<file path="config.mk">
export PLATFORM = sky130hd
export DESIGN_NAME = bridge_router
export DESIGN_NICKNAME = d
export VERILOG_FILES = /design/src/rtl/bridge_router_pkg.sv /design/src/rtl/bridge_mode_latch.sv /design/src/rtl/bridge_input_router.sv /design/src/rtl/bridge_stage_driver.sv /design/src/rtl/bridge_router.sv
export SDC_FILE = /design/constraint.sdc
export NUM_CORES = 1
export LEC_CHECK = 0
export BUFFER_PORTS_ARGS = -buffer_cell sky130_fd_sc_hd__buf_2
export CAP_MARGIN = 40
export CORE_AREA = 2 2 40 42
export DETAILED_ROUTE_END_ITERATION = 8
export DIE_AREA = 0 0 42 44
export PLACE_DENSITY = 0.81
export SLEW_MARGIN = 20
export SYNTH_ARGS = -nofsm -noshare
export SYNTH_HDL_FRONTEND = slang
export SYNTH_SLANG_ARGS = --single-unit
</file>
<file path="constraint.sdc">
create_clock -name clk -period 1.45 [get_ports clk]
set_input_delay 0.145 -clock clk [delete_from_list [all_inputs] [get_ports clk]]
set_output_delay 0.145 -clock clk [all_outputs]
set_load 0.005 [all_outputs]
</file>
<file path="src/rtl/bridge_router_pkg.sv">
`timescale 1ns/1ps
package bridge_router_pkg;
  typedef enum logic [1:0] {
    ROUTE_INDEP_LIMIT = 2'd0,
    ROUTE_INDEP_LATCH = 2'd1,
    ROUTE_PARALLEL    = 2'd2,
    ROUTE_COMPLEMENT  = 2'd3
  } route_mode_e;
endpackage

</file>
<file path="src/rtl/bridge_mode_latch.sv">
`timescale 1ns/1ps
module bridge_mode_latch
  import bridge_router_pkg::*;
#(
  parameter int NUM_PAIRS = 2
) (
  input  logic                 clk,
  input  logic                 rst,
  input  logic [1:0]           mode_sel,
  input  logic [NUM_PAIRS-1:0] pair_rst_n,
  output route_mode_e          mode_q
);
  // Routing may only change while every bridge is held off.
  logic all_held;
  assign all_held = ~|pair_rst_n;

  always_ff @(posedge clk) begin
    if (rst) begin
      mode_q <= ROUTE_INDEP_LIMIT;
    end else if (all_held) begin
      mode_q <= route_mode_e'(mode_sel);
    end
  end
endmodule

</file>
<file path="src/rtl/bridge_input_router.sv">
`timescale 1ns/1ps
module bridge_input_router
  import bridge_router_pkg::*;
#(
  parameter int NUM_PAIRS  = 2,
  localparam int NUM_STAGES = 2 * NUM_PAIRS
) (
  input  route_mode_e           mode_q,
  input  logic [NUM_STAGES-1:0] pwm_in,
  input  logic [NUM_PAIRS-1:0]  pair_rst_n,
  output logic [NUM_STAGES-1:0] level,
  output logic [NUM_STAGES-1:0] live
);
  logic all_released;
  assign all_released = &pair_rst_n;

  for (genvar p = 0; p < NUM_PAIRS; p++) begin : g_pair
    logic lvl_even, lvl_odd, pair_live;

    always_comb begin
      case (mode_q)
        ROUTE_PARALLEL: begin
          lvl_even  = pwm_in[p];
          lvl_odd   = pwm_in[p];
          pair_live = all_released;
        end
        ROUTE_COMPLEMENT: begin
          lvl_even  = pwm_in[2*p];
          lvl_odd   = ~pwm_in[2*p];
          pair_live = pair_rst_n[p];
        end
        default: begin
          lvl_even  = pwm_in[2*p];
          lvl_odd   = pwm_in[2*p+1];
          pair_live = pair_rst_n[p];
        end
      endcase
    end

    assign level[2*p]   = lvl_even;
    assign level[2*p+1] = lvl_odd;
    assign live[2*p]    = pair_live;
    assign live[2*p+1]  = pair_live;
  end
endmodule

</file>
<file path="src/rtl/bridge_stage_driver.sv">
`timescale 1ns/1ps
module bridge_stage_driver (
  input  logic clk,
  input  logic rst,
  input  logic level,
  input  logic live,
  input  logic dis,
  output logic hs_en,
  output logic ls_en,
  output logic hiz
);
  logic conduct;
  assign conduct = live & ~dis;

  always_ff @(posedge clk) begin
    if (rst) begin
      hs_en <= 1'b0;
      ls_en <= 1'b0;
      hiz   <= 1'b1;
    end else begin
      hs_en <= conduct & level;
      ls_en <= conduct & ~level;
      hiz   <= ~conduct;
    end
  end
endmodule

</file>
<file path="src/rtl/bridge_router.sv">
`timescale 1ns/1ps
module bridge_router
  import bridge_router_pkg::*;
#(
  parameter int NUM_PAIRS = 2
) (
  input  logic                   clk,
  input  logic                   rst,
  input  logic [1:0]             mode_sel,
  input  logic [2*NUM_PAIRS-1:0] pwm_in,
  input  logic [NUM_PAIRS-1:0]   pair_rst_n,
  input  logic [2*NUM_PAIRS-1:0] stage_dis,
  output logic [2*NUM_PAIRS-1:0] hs_en,
  output logic [2*NUM_PAIRS-1:0] ls_en,
  output logic [2*NUM_PAIRS-1:0] hiz
);
  localparam int NUM_STAGES = 2 * NUM_PAIRS;

  route_mode_e           mode_q;
  logic [NUM_STAGES-1:0] level;
  logic [NUM_STAGES-1:0] live;

  bridge_mode_latch #(.NUM_PAIRS(NUM_PAIRS)) u_mode (
    .clk        (clk),
    .rst        (rst),
    .mode_sel   (mode_sel),
    .pair_rst_n (pair_rst_n),
    .mode_q     (mode_q)
  );

  bridge_input_router #(.NUM_PAIRS(NUM_PAIRS)) u_route (
    .mode_q     (mode_q),
    .pwm_in     (pwm_in),
    .pair_rst_n (pair_rst_n),
    .level      (level),
    .live       (live)
  );

  for (genvar s = 0; s < NUM_STAGES; s++) begin : g_stage
    bridge_stage_driver u_drv (
      .clk   (clk),
      .rst   (rst),
      .level (level[s]),
      .live  (live[s]),
      .dis   (stage_dis[s]),
      .hs_en (hs_en[s]),
      .ls_en (ls_en[s]),
      .hiz   (hiz[s])
    );
  end
endmodule

</file>
[Word-level counts from Yosys, hierarchy flattened]
Cells that the tools add are included.
Word-level totals
  bits in registers: 14
  input port bits: 14
  output and inout port bits: 12
  logic and storage cells: 47
Operators by class
  reduce and logical (&&, ||, !) cells: 2
  bitwise operators: 25
  equal/unequal tests: 2
  muxes and demuxes: 5
Operators by type and width (number)
  inverter 1 bit: 13
  AND 1 bit: 12
  equality test 2 bit (second input constant): 2
  one-hot mux 1 bit (2 select lines): 2
  2-to-1 mux 1 bit: 3
  AND reduction 2 bit: 1
  OR reduction 2 bit: 1

[Longest topological paths before layout]
Gate-level depths: netlist (run 1).
  depth in word-level cells: 4
  depth in mapped cells: 3

[Modules after synthesis]
A second synthesis (run 1) with hierarchy kept.
Unflattened totals
  cells, all modules: 51
  area total of the unflattened synthesis: 584.3 um2
Modules (own cells, without submodules)
  bridge_stage_driver: area each 90.1 um2, times used 4, sequential area each 60.1 um2, cells an instance 6
  bridge_input_router: area each 146.4 um2, times used 1, sequential area each 0.0 um2, cells an instance 19
  bridge_mode_latch: area each 77.6 um2, times used 1, sequential area each 40.0 um2, cells an instance 8

[Least setup slack after synthesis (run 1)]
Ideal clock, no wire load.
  path kind: register to register
  start: reg u_mode.mode_q[1]
  end: reg g_stage[1].u_drv.hs_en
  cell stages (with the launch flop): 4
  data required time: 1.388 ns
  buffers on the path: 0
  path slack: 0.309 ns
  library setup time: 0.062 ns
  clock period less this slack: 1.141 ns
  arrival: 1.079 ns
  cell sequence: dfxtp_1 -> nor3b_1 -> or4b_4 -> nor2b_2
On the way
  longest elaborated chain between the ends: 4
  elaborated cells on any way between the ends: 6
  classes of those cells: 2 x eq/ne; 2 x mux; 2 x bitwise
RTL lines
  start, declared: line bridge_mode_latch.sv:11  | output route_mode_e mode_q
  start signal, assigned: line bridge_mode_latch.sv:21  | mode_q <= route_mode_e'(mode_sel);
  equality test 2 bit: line bridge_input_router.sv:21  | case (mode_q)
  2-to-1 mux 1 bit: line bridge_input_router.sv:21
  AND 1 bit: line bridge_stage_driver.sv:13  | assign conduct = live & ~dis;
  AND 1 bit *: line bridge_stage_driver.sv:21  | hs_en <= conduct & level;
  end signal, assigned: line bridge_stage_driver.sv:21
  end, declared: line bridge_stage_driver.sv:8  | output logic hs_en,
Every way passes the cells marked *; elsewhere a longest branch is shown, timed or not.
A chain may end at the register's enable or synchronous reset.

[Worst setup path after layout (run 1)]
  start: reg u_mode.mode_q[1]
  end: reg g_stage[3].u_drv.ls_en
On the way
  longest elaborated chain between the ends: 4
  elaborated cells on any way between the ends: 7
  classes of those cells: 2 x eq/ne; 2 x mux; 3 x bitwise
RTL lines
  equality test 2 bit: line bridge_input_router.sv:21
  one-hot mux 1 bit (2 select lines) or 2-to-1 mux 1 bit (tied branches): line bridge_input_router.sv:21
  inverter 1 bit or AND 1 bit (tied branches): line bridge_stage_driver.sv:22, bridge_stage_driver.sv:13
  AND 1 bit *: line bridge_stage_driver.sv:22  | ls_en <= conduct & ~level;
  end signal, assigned: line bridge_stage_driver.sv:22
  end, declared: line bridge_stage_driver.sv:9  | output logic ls_en,
Marked as above.

==> results of run 1 <==
==> how the worst min path moves through the flow <==
| stage | startpoint | to | slack, ns | cells after the start |
|---|---|---|---|---|
| floorplan | rst | u_mode.mode_q[0] | 0.21 | 1 |
| global placement | pwm_in[0] | g_stage[0].u_drv.ls_en | 0.35 | 2 |
| detailed placement | pwm_in[0] | g_stage[0].u_drv.ls_en | 0.35 | 2 |
| CTS | pwm_in[0] | g_stage[0].u_drv.ls_en | 0.07 | 2 |
| global route | pwm_in[0] | g_stage[0].u_drv.ls_en | 0.07 | 2 |
| finish | pwm_in[0] | g_stage[0].u_drv.ls_en | 0.08 | 2 |
==> worst max-delay path, stage by stage (launching register included) <==
cell,delay [ns]
dfxtp_1,0.37
nor3b_1,0.18
or4b_4,0.50
nor2b_1,0.13
==> sequential cells by signal (all words and copies together) (netlist names) <==
name and cells:
u_mode.mode_q 2, g_stage.u_drv.hs_en 4, g_stage.u_drv.hiz 4, g_stage.u_drv.ls_en 4
==> cell families (layout without fill, tap and decap cells) <==
| family | count (synthesis) | in the layout |
|---|---|---|
| flops | 14 | 14 |
| buf+inv | 13 | 29 |
| compound gates | 6 | 6 |
| mux | 1 | 1 |
| xor+xnor | 1 | 1 |
| simple gates | 22 | 22 |
==> Yosys cell counts <==
cell	instances
nor2_1	7
nor2b_2	1
xnor2_1	1
nand2_1	3
buf_4	12
nor3b_1	2
nor2b_1	3
o21ai_0	2
a21oi_1	3
mux2i_1	1
inv_1	1
or4b_4	4
or2_1	1
dfxtp_1	14
a31oi_1	1
nand2b_1	1
==> layout by cell type (no fill, tap or decap) <==
cell	Yosys	final
buf_2	0	25
dfxtp_1	14	14
nor2_1	7	7
or4b_4	4	4
a21oi_1	3	3
nor2b_1	3	3
nand2_1	3	3
clkbuf_4	0	3
nor3b_1	2	2
o21ai_0	2	2
xnor2_1	1	1
nor2b_2	1	1
nand2b_1	1	1
mux2i_1	1	1
or2_1	1	1
a31oi_1	1	1
inv_1	1	1
==> layout make-up <==
cell class | instances | area, sq um | area share [%]
tap | 16 | 20.0 | 3.08
sequential | 14 | 280 | 43.2
timing repair buffer | 25 | 125 | 19.3
clock buffer | 3 | 22.5 | 3.47
multi-input combinational | 30 | 198 | 30.4
inverter | 1 | 3.75 | 0.578
==> power by group through the flow <==
stage | clock network, W | logic, W | registers (W)
finish | 0.000197 | 0.0000708 | 0.000404
global route | 0.000230 | 0.0000790 | 0.000406
CTS | 0.000208 | 0.0000719 | 0.000404
detailed placement | 0 | 0.0000716 | 0.000413
global placement | 0 | 0.0000699 | 0.000412
floorplan | 0 | 0.0000483 | 0.000412
==> through the flow <==
step           hold WS (ns)  total power [W]  cells
6_report             0.0777         0.000671     89
5_1_grt              0.0666         0.000714     89
4_1_cts              0.0671         0.000684     89
3_5_place_dp          0.353         0.000485     86
3_3_place_gp          0.349         0.000482     86
2_1_floorplan         0.214         0.000460     57
==> per-layer routing <==
layer / vias up / share of wire [%] / GRT usage (%)
li1: 209 / - / -
met1: 177 / 40 / 10.4
met2: 13 / 52 / 17.8
met3: 2 / 4.8 / 1.25
met4: 0 / 2.2 / 11.6
met5: - / 0 / 0
==> flow_metrics.tcl, run 1 <==
set metrics [dict create \
    critPathCaptureType "register" \
    synth_top_cell_by_area "dfxtp_1" \
    grt_pass1_vias 355 \
    io_buffers 25 \
    fin_ws_ns 0.197 \
    post_cts_buffers 0 \
    holdBufCountCts 0 \
    max-slew-margin-rel_pct 82.2 \
    intPower_w 0.000534 \
    dieArea_sq_mm 0.00185 \
    synth-seq-area-share_pct 49.0 \
    cts_resized 0 \
    setup_violations 0 \
    synthAdderAreaFrac_pct 0 \
    switching_power_w 0.000137 \
    final_util_pct 45.8 \
    ios 26 \
    synth_area_sq_um 572 \
    synth_top_family_by_area "simple AND/OR/NAND/NOR gates" \
    fillers 142 \
    seq_power_share_pct 60.2 \
    tightest_slew_ns 0.266 \
    synth.area.mux_share_pct 1.75 \
    pwr-share-comb_pct 10.5 \
    cts_buffers 3 \
    rsz0062_at_grt "no" \
    power_density_mw_per_mm2 1030 \
    hold_viol 0 \
    fin_crit_sh_pct 86.4 \
    die_h_microns 44 \
    overflow 0 \
    cts.clk_slew.worst_paths_ns 0.07 \
    sw_frac_of_total_pct 20.5 \
    drv_cap 0 \
    dr.pass1.iters 3 \
    syn_inst 57 \
    finalWirelength_microns 849 \
    power.leakage_nw 0.305 \
    grt_pass1_wl_microns 1390 \
    r2r_slack_ns 0.20 \
    tns_ns 0 \
    place_ws_ns 0.216 \
    synth_compound_area_share_pct 5.47 \
    diodes 0 \
    ant_nets 0 \
    ys_ff_latch 14 \
    clockRootBuffer "clkbuf_4" \
    hpwlAfterDp_microns 691 \
    worstReg2RegEnd "g_stage[3].u_drv.ls_en" \
    routabilityCongestion 0.670 \
    place_area_sq_um 627 \
    rr_worst_depth 3 \
    clockBufferDepth 2 \
    clock_latency_ns 0.26 \
    grt_max_degree 9 \
    clock_skew_ns 0.00222 \
    syn_area_per_cell_sq_um 10.0 \
    syn_to_final_growth_pct 13.6 \
    cts_tree "done" \
    die_w_microns 42 \
    final_area_sq_um 649 \
    critical_path_arrival_ns 1.45 \
    required_ns 1.65 \
    antenna_found_initial 0 \
    p_clk_share_pct 29.3 \
    criticalPathCategory "reg2reg" \
    fmax_mhz 798 \
    hp-class "in2reg" \
    row_count 14 \
    nets 89 \
    drive_gt1_share_pct 45.2 \
    yosysWarnings 0 \
    crit_start "u_mode.mode_q[1]" \
    status "complete, no violations" \
    vias_per_cell 4.51 \
    syn_nets 71 \
    ir_worst_vdd_mv 0.267 \
    core-area_sq_mm 0.00142 \
    slew_viol_final 0 \
    start_util_pct 40.3 \
    ys_types 16 \
    synth-xor-area-share_pct 1.53 \
    endpoint "g_stage[3].u_drv.ls_en" \
    cts_max_level 1 \
    wire_per_inst_microns 9.54 \
    drc 0 \
    synth_top_area_share_pct 49.0 \
    clkSinkCount 14 \
    crit_fanout 8 \
    vias 401 \
    grtUsageTotal_pct 10.4 \
    drtIter0Drc 6 \
    yosys-top-cells-area "dfxtp_1 49%, buf_4 16%, or4b_4 9.6%" \
    start_kind "register" \
    min_period_ns 1.25 \
    r2r-start "u_mode.mode_q[1]" \
    synth-simple-area-share_pct 25.8 \
]
No activity file was read; power rests on OpenSTA's default activity.
==> run 2: changes to the inputs <==
--- a/config.mk
+++ b/config.mk
@@ -5,12 +5,13 @@
 export SDC_FILE = /design/constraint.sdc
 export NUM_CORES = 1
 export LEC_CHECK = 0
+export ABC_AREA = 1
 export BUFFER_PORTS_ARGS = -buffer_cell sky130_fd_sc_hd__buf_2
 export CAP_MARGIN = 40
-export CORE_AREA = 2 2 40 42
+export CORE_AREA = 2 2 41 43
 export DETAILED_ROUTE_END_ITERATION = 8
-export DIE_AREA = 0 0 42 44
-export PLACE_DENSITY = 0.81
+export DIE_AREA = 0 0 43 45
+export PLACE_DENSITY = 0.82
 export SLEW_MARGIN = 20
 export SYNTH_ARGS = -nofsm -noshare
 export SYNTH_HDL_FRONTEND = slang
==> run 2 against run 1 <==
Effect of this change: worst setup slack better by 0.26 ns; flip-flop and latch count unchanged; clock skew fell by 0.0012 ns; core utilization up 2.7 points; clock power is 39% higher; via count up 18%; die area grew 4.7%; first-iteration DRC count up 67%; critical path type unchanged; largest cell class unchanged.
==> flow_metrics.tcl, run 2 <==
set metrics [dict create \
    nets 108 \
    drtIter0Drc 10 \
    setup_violations 0 \
    fmax_mhz 1000 \
    status "complete, no violations" \
    yosysMostFrequentCell "dfxtp_1" \
    drive_gt1_share_pct 41.9 \
    cts_resized 0 \
    fin_crit_sh_pct 68.7 \
    ant_nets 0 \
    hpwlAfterDp_microns 768 \
    power.leakage_nw 0.376 \
    regArea_sq_um 280 \
    synth_top_cell_by_area "dfxtp_1" \
    antenna_found_initial 0 \
    cts_buffers 3 \
    start_util_pct 43.0 \
    vias_per_cell 4.34 \
    fillers 155 \
    crit_start "u_mode.mode_q[1]" \
    post_cts_buffers 0 \
    criticalPathCategory "reg2reg" \
    required_ns 1.67 \
    diodes 0 \
    crit_fanout 10 \
    wire_per_inst_microns 8.79 \
    dieArea_sq_mm 0.00194 \
    min_period_ns 0.996 \
    synth_area_sq_um 633 \
    critical_path_arrival_ns 1.22 \
    drc 0 \
    grt_pass1_wl_microns 1540 \
    finalWirelength_microns 958 \
    r2r_slack_ns 0.45 \
    power_density_mw_per_mm2 1060 \
    grt_pass1_vias 408 \
    ys_ff_latch 14 \
    ios 26 \
    drv_cap 0 \
    start_kind "register" \
    routabilityCongestion 0.783 \
    layout_commonest_cell "buf_2" \
    synth_top_area_share_pct 44.3 \
    yosys-top-cells-area "dfxtp_1 44%, buf_4 14%, nand3_2 9.5%" \
    place_area_sq_um 677 \
    holdBufCountCts 0 \
    cts.clk_slew.worst_paths_ns 0.08 \
    multi_input_area_sq_um 206 \
    tns_ns 0 \
    cts_max_level 1 \
    dr.pass1.iters 5 \
    final_cell_mix "25 x buf_2, 14 x dfxtp_1, 13 x nor2_1, 11 x inv_1, 9 x nand2_1" \
    syn_nets 91 \
    clockRootBuffer "clkbuf_4" \
    final_area_sq_um 713 \
    grt_max_degree 11 \
    worstReg2RegEnd "g_stage[2].u_drv.hs_en" \
    row_count 14 \
    grtUsageTotal_pct 10.9 \
    io_buffers 25 \
    synthFlopType "dfxtp_1" \
    clock_latency_ns 0.27 \
    rsz0062_at_grt "no" \
    syn_to_final_growth_pct 12.6 \
    synth_edf_count 0 \
    clkSinkCount 14 \
    syn_inst 77 \
    rr_worst_depth 4 \
    tightest_slew_ns 0.368 \
    clock_skew_ns 0.00104 \
    clockBufferDepth 2 \
    top_regs "g_stage.u_drv.hiz x4, g_stage.u_drv.hs_en x4, g_stage.u_drv.ls_en x4" \
    ys_types 13 \
    async_flop_share_pct 0 \
    yosys-top-cells-count "14 x dfxtp_1, 13 x nor2_1, 12 x buf_4" \
    core-area_sq_mm 0.00147 \
    synth-seq-area-share_pct 44.3 \
    syn_area_per_cell_sq_um 8.22 \
    hold_viol 0 \
    slew_viol_final 0 \
    yosysWarnings 0 \
    endpoint "g_stage[2].u_drv.hs_en" \
    ir_worst_vdd_mv 0.337 \
    hp-class "in2reg" \
    overflow 0 \
    vias 473 \
    critPathCaptureType "register" \
    max-slew-margin-rel_pct 75.4 \
    die_h_microns 45 \
    cts_tree "done" \
    die_w_microns 43 \
    r2r-start "u_mode.mode_q[1]" \
]
run 2: cell count changes in the layout (fill, tap and decap cells not counted), moves of 2 or more:
cell,delta
inv_1,+10
nand2_1,+6
nand3_2,+6
nor2_1,+6
or4b_4,-4
nand3_1,+3
nor2b_1,-3
nand3b_1,+2
nor2_2,+2
nor3b_1,-2
o21ai_0,-2
run 2: power by group:
part           internal [W]  switching (W)  leakage (nW)   total, W
Combinational     0.0000373      0.0000407         0.240  0.0000779
Clock              0.000153       0.000121        0.0210   0.000273
Sequential         0.000398     0.00000716         0.114   0.000405
run 2: worst min-delay path by stage:
| stage | depth (start not counted) | start | to | slack [ns] |
|---|---|---|---|---|
| global route | 2 | pwm_in[0] | g_stage[0].u_drv.ls_en | 0.04 |
| CTS | 2 | pwm_in[0] | g_stage[0].u_drv.ls_en | 0.04 |
| detailed placement | 2 | pwm_in[0] | g_stage[0].u_drv.ls_en | 0.34 |
| finish | 2 | pwm_in[0] | g_stage[0].u_drv.ls_en | 0.05 |
| global placement | 2 | pwm_in[0] | g_stage[0].u_drv.ls_en | 0.34 |
| floorplan | 1 | rst | u_mode.mode_q[0] | 0.21 |
run 2: per-layer routing:
metal,vias up,global-route usage [%],part of all wire (%)
met5,-,0,0
met2,17,18.2,49
li1,253,-,-
met1,203,12.6,44
met3,0,2.40,6.4
met4,0,7.27,0
run 2: logic make-up (layout without fill, tap and decap cells):
family / Yosys count / after routing / synth area share (%)
AND/OR/NAND/NOR: 36 / 36 / 31.0
buffers and inverters: 25 / 41 / 23.1
AO/OA/AOI/OAI: 2 / 2 / 1.58
flip-flops: 14 / 14 / 44.3
run 2: worst max-delay path, cell delays in order, from the launching register on:
cell	delay, ns
dfxtp_1	0.55
nand3_2	0.16
nand2_1	0.12
inv_1	0.04
nor2_1	0.06
run 2: layout make-up:
class	count	area share (%)
Inverter	12	6.32
Clock buffer	4	5.09
Tap cell	16	2.81
Sequential cell	14	39.3
Multi-Input combinational cell	38	28.9
Timing Repair Buffer	25	17.5
run 2: through the flow:
step	setup slack [ns]	hold slack, ns	cells	power (W)	util (%)
final	0.454	0.0517	109	0.000756	48.5
after global routing	0.331	0.0441	109	0.000793	48.5
after CTS	0.447	0.0410	109	0.000769	48.5
after detailed placement	0.481	0.343	105	0.000492	46.0
after global placement	0.529	0.345	105	0.000490	46.0
after floorplan	0.671	0.214	77	0.000473	-
